[src/rtl/pwm_rise_deadband.sv]
module pwm_rise_deadband #(
  parameter int DLY_W = 12
) (
  input  logic             clk,
  input  logic             rst_n,
  input  logic             pwm_in,
  input  logic             db_en,
  input  logic             cnt_zero,
  input  logic             gsync_req,
  input  logic             wr_en,
  input  logic [DLY_W-1:0] wr_data,
  input  logic [1:0]       upd_mode,
  output logic             pwm_out
);
  localparam logic [1:0] MODE_IMM = 2'b00;
  localparam logic [1:0] MODE_LOC = 2'b01;

  logic [DLY_W-1:0] active_q, shadow_q, cnt_q;
  logic             gflag_q;
  logic             apply_loc, apply_glb, rise_ok;

  assign apply_loc = (upd_mode == MODE_LOC) && cnt_zero;
  assign apply_glb = upd_mode[1] && cnt_zero && gflag_q;

  always_ff @(posedge clk or negedge rst_n) begin
    if (!rst_n) begin
      shadow_q <= '0;
      active_q <= '0;
      gflag_q  <= 1'b0;
    end else begin
      if (wr_en)
        shadow_q <= wr_data;
      if (wr_en && upd_mode == MODE_IMM)
        active_q <= wr_data;
      else if (apply_loc || apply_glb)
        active_q <= shadow_q;
      gflag_q <= gsync_req | (gflag_q & ~apply_glb);
    end
  end

  always_ff @(posedge clk or negedge rst_n) begin
    if (!rst_n)
      cnt_q <= '0;
    else if (!pwm_in)
      cnt_q <= '0;
    else if (cnt_q != {DLY_W{1'b1}})
      cnt_q <= cnt_q + 1'b1;
  end

  assign rise_ok = cnt_q >= active_q;
  assign pwm_out = rst_n & pwm_in & (~db_en | rise_ok);
endmodule

[config.mk]
export PLATFORM = sky130hd
export DESIGN_NAME = pwm_rise_deadband
export DESIGN_NICKNAME = d
export VERILOG_FILES = /design/src/rtl/pwm_rise_deadband.sv
export SDC_FILE = /design/constraint.sdc
export NUM_CORES = 1
export LEC_CHECK = 0
export BUFFER_PORTS_ARGS = -buffer_cell sky130_fd_sc_hd__buf_2
export CAP_MARGIN = 15
export CORE_AREA = 2 2 68 70
export DETAILED_ROUTE_END_ITERATION = 10
export DIE_AREA = 0 0 70 72
export PLACE_DENSITY = 0.65
export SETUP_SLACK_MARGIN = 0.05
export SYNTH_ARGS = -nofsm -noshare
export SYNTH_HDL_FRONTEND = slang
export SYNTH_SLANG_ARGS = --single-unit
export TNS_END_PERCENT = 20
[constraint.sdc]
create_clock -name clk -period 2.15 [get_ports clk]
set_clock_uncertainty 0.1 [all_clocks]
set_input_delay 0.215 -clock clk [delete_from_list [all_inputs] [get_ports clk]]
set_output_delay 0.215 -clock clk [all_outputs]
set_load 0.005 [all_outputs]
-- Yosys cells after proc, flatten, opt, wreduce, memory -nomap -nowiden
Cells that the tools add are included.
- register bits: 37
- output and inout port bits: 1
- add/subtract/negate cells: 1
- magnitude comparators: 1
- eq/ne operators: 3
- muxes and demuxes: 4
- bitwise gates (word level): 7
- reduce and logical (&&, ||, !) cells: 7
- operators by type and width (cell ; count):
    2-to-1 mux 12 bit ; 4
    adder 12 x 1 -> 12 bit (second input constant) ; 1
    >= comparator 12 bit ; 1
    inequality test 12 bit (second input constant) ; 1
    logical AND 1 bit ; 4
    bitwise AND 1 bit ; 3
    equality test 2 x 1 -> 1 bit (second input constant) ; 1
    logical NOT 2 bit ; 1
    inequality test 2 x 1 -> 1 bit (second input constant) ; 1
    NOT 1 bit ; 2
    bitwise OR 1 bit ; 2
    nonzero test 2 bit ; 1
    logical OR 1 bit ; 1

-- Depth between registers and ports, before layout
- word-level depth: 5
- mapped depth: 6
- mapped depth without buffers: 6

-- Worst setup path before layout
OpenSTA, ideal clock, no wires.
- path type: register to output
- start point: reg cnt_q[9]
- end point: out pwm_out
- arrival: 1.471 ns
- required time: 1.835 ns
- path slack: 0.364 ns
- stages on the path, launching flop included: 6
- path through: dfrtp_1 > ha_1 > a211oi_1 > o21ai_0 > a2111oi_0 > a211oi_1
- word-level cells in the longest chain between the ends: 3
- ends and longest elaborated chain (element ; RTL line ; RTL):
    start: declaration ; 18 ; logic [DLY_W-1:0] active_q, shadow_q, cnt_q;
    start signal: assignment ; 47 ; cnt_q <= cnt_q + 1'b1;
    >= comparator 12 bit ; 50 ; assign rise_ok = cnt_q >= active_q;
    bitwise OR 1 bit ; 51 ; assign pwm_out = rst_n & pwm_in & (~db_en | rise_ok);
    bitwise AND 1 bit ; 51 ;
    end: declaration ; 13 ; output logic pwm_out
Every way passes these cells.

-- Worst setup path in the final report
- start point: reg cnt_q[10]
- end point: out pwm_out
Same word-level chain as after synthesis.

==> results.json <==
{
  "status": "complete, no violations",
  "p_per_area_nw_per_um2": 729.4,
  "worst_setup_path_start_kind": "flip-flop",
  "synth_compound_area_frac": 0.1149,
  "startpoint": "cnt_q[10]",
  "drc": 0,
  "whs_ns": 0.06605,
  "detail_route.wl_per_cell_um": 13.71,
  "avgSynthCellArea_sq_um": 10.16,
  "worst_pin_slew_ns": 0.4781,
  "power_frac_clock": 0.393,
  "maxCapViolCount": 0,
  "final_layout_size_suffix_gt1_frac": 0.3403,
  "vias_per_cell": 5.145,
  "start_util": 0.4621,
  "dp_hpwl_mm": 2.637,
  "cp_top_family": "compound AO/OA/AOI/OAI gates",
  "groute.usage.overall": 0.1707,
  "clock_latency_ns": 0.30,
  "yosysWarningCount": 0,
  "place_area_sq_um": 2168,
  "crit_buf_inv": 1,
  "synth_edf_count": 0,
  "drt-pass1-iter-count": 4,
  "cts-buffers-inserted": 5,
  "ant_nets": 0,
  "reg2reg_from": "cnt_q[11]",
  "rsz0062_at_grt": "true",
  "syn-num-nets": 228,
  "ios": 22,
  "cp_cell_sequence": "ha_1 > o21ai_2 > o21ai_2 > a41oi_1 > a211oi_2 > buf_2",
  "fill_cells": 371,
  "grt_pass1_wl_mm": 6.693,
  "hold_start": "wr_data[5]",
  "slew_headroom": 0.6813,
  "die_h_um": 72,
  "synth.area.mux_share": 0.1498,
  "async_flop_share": 1.000,
  "yosys_most_used_dff": "dfrtp_1",
  "max_freq_mhz": 481.4,
  "diodes": 0,
  "switching_share": 0.2493,
  "vdd_drop_max_mv": 0.5879,
  "cts_tree": "done",
  "fp-row-count": 24,
  "required_ns": 1.84,
  "setup_tns_ns": 0,
  "clock_sinks": 37,
  "grt_overflow_total": 0,
  "cp_slowest_stage_delay_ns": 0.44,
  "synth-seq-cells": 37,
  "fin_nets": 271,
  "portBuffers": 21,
  "core_area_sq_um": 4264,
  "cts_root_buffer": "clkbuf_8",
  "p_leak_uw": 0.001150,
  "syn_inst": 194,
  "power_frac_comb": 0.167,
  "crit_path_max_fanout": 6,
  "syn-cell-area_sq_um": 1971,
  "cp_slowest_cell": "dfrtp_2",
  "finalSetupViolations": 0,
  "dieArea_sq_um": 5040,
  "fin_crit_sh": 0.9662,
  "htree_levels": 2,
  "synth_top_family_by_area": "multiplexers",
  "p_int_uw": 1378,
  "hp-class": "in -> reg",
  "fp.dieW_um": 70,
  "synth_fa_ha_area_frac": 0.08254,
  "slew_violations": 0,
  "final_core_util": 0.5901,
  "yosys.area_share.xor_xnor": 0.004444,
  "yosys.area_share.simple": 0.1365,
  "routed_wl_mm": 3.975,
  "grt_max_degree": 38,
  "pwr-share-seq": 0.439,
  "area_growth_pct": 27.68,
  "dp_slack_ns": 0.1767,
  "yosysSeqAreaShare": 0.4698,
  "hold_viol": 0,
  "endpoint_kind": "primary output",
  "fin_crit_ns": 2.077,
  "setup.worst_path.class": "reg -> out",
  "arrival_ns": 1.76,
  "drt_iter0_markers": 71,
  "antenna_found_initial": 0,
  "layout_setup_ws_ns": 0.07264,
  "vias": 1492,
  "finalInstanceArea_sq_um": 2516,
  "crit_top_cell": "o21ai_2",
  "power_switching_uw": 457.5,
  "cts_buffer_depth": 2,
  "clk_pin_slew_ns": 0.08,
  "grt_pass1_vias": 1363,
  "place_congestion": 0.8076,
  "synth_cell_types": 34
}
worst register-to-register path, stage by stage (launching register included):
cell	delay [ns]
dfrtp_1	0.42
buf_4	0.15
buf_4	0.12
and4_1	0.19
a2111o_1	0.48
or3_1	0.33
a21oi_1	0.14
placed cells by master (no fill, tap or decap), types with 3 or more instances in the layout:
| master | Yosys | routed |
|---|---|---|
| ha_1 | 13 | 9 |
| mux2i_1 | 16 | 16 |
| buf_4 | 1 | 18 |
| dfrtp_1 | 37 | 34 |
| nor2_1 | 21 | 21 |
| buf_2 | 0 | 21 |
| o21ai_0 | 9 | 7 |
| ha_4 | 0 | 3 |
| dfrtp_2 | 0 | 3 |
| mux2_2 | 12 | 12 |
| nor3_1 | 6 | 5 |
| inv_1 | 16 | 13 |
| clkbuf_8 | 0 | 5 |
| inv_2 | 0 | 3 |
| a21oi_1 | 16 | 15 |
| nand2_1 | 10 | 9 |
| nand3_1 | 7 | 7 |
| nand2b_1 | 3 | 3 |
final timing paths:
kind / to / slack [ns] / cells past startpoint
setup / recovery: pwm_out / 0.07 / 6
hold / removal: shadow_q[5] / 0.07 / 2
setup reg to reg: cnt_q[11] / 0.16 / 6
hold reg to reg: gflag_q / 0.38 / 1
max in group asynchronous: cnt_q[10] / 1.17 / 3
min in group asynchronous: cnt_q[7] / 0.41 / 3
power by group through the flow:
stage,registers (uW),logic [uW],clock network (uW)
2_1_floorplan,810,164,0
3_5_place_dp,820,240,0
4_1_cts,806,255,742
5_1_grt,815,351,769
3_3_place_gp,818,236,0
6_report,806,307,722
kinds of logic after synthesis:
logic type,count (synthesis)
AND/OR/NAND/NOR,56
XOR/XNOR,1
flip-flops,37
adder cells (fa/ha/maj),13
buffers and inverters,21
multiplexers,28
AO/OA/AOI/OAI,38
cells in the mapped netlist (2+ instances only):
| library cell | n | area [sq um] |
|---|---|---|
| nand2_1 | 10 | 37.54 |
| o21a_1 | 2 | 15.01 |
| dfrtp_1 | 37 | 925.9 |
| mux2i_1 | 16 | 160.2 |
| nor3_1 | 6 | 30.03 |
| o21ai_0 | 9 | 45.04 |
| mux2_2 | 12 | 135.1 |
| clkbuf_1 | 3 | 11.26 |
| a211oi_1 | 3 | 22.52 |
| nor2_1 | 21 | 78.83 |
| ha_1 | 13 | 162.7 |
| nand3_1 | 7 | 35.03 |
| o31ai_1 | 2 | 15.01 |
| inv_1 | 16 | 60.06 |
| nand2b_1 | 3 | 18.77 |
| a21oi_1 | 16 | 80.08 |
flip-flops by register name, indices dropped and copies added (netlist names):
| name | count |
|---|---|
| cnt_q | 12 |
| gflag_q | 1 |
| active_q | 12 |
| shadow_q | 12 |
metrics by stage:
step	instances	power (uW)
after floorplan	194	973.6
after global placement	268	1053
after detailed placement	268	1060
after CTS	278	1803
after global routing	290	1936
final	290	1835
repair_timing:
item	4_1_cts	5_1_grt
hold buffers	2	0
endpoints found under the hold margin	38	0
setup buffers	0	12
endpoints found under the setup margin	1	1
pin swaps	5	5
resized for setup	8	16
routing by layer:
layer | vias up | wire (um) | track usage
met4 | 0 | 90 | 0.08974
met3 | 9 | 122 | 0.04583
met5 | - | 0 | 0
li1 | 768 | - | -
met1 | 694 | 1991 | 0.2291
met2 | 21 | 1771 | 0.2550
area by class of cell:
cell class	instances	area, sq um	area share
clock inverters	3	65.06	0.02586
clock buffers	5	68.82	0.02735
multi-input cells	136	1067	0.4242
flip-flops and latches	37	929.6	0.3695
well taps	52	65.06	0.02586
inverters	16	60.06	0.02387
repair buffers	41	260.3	0.1034
Note: power is estimated with default switching activity, not from simulation.
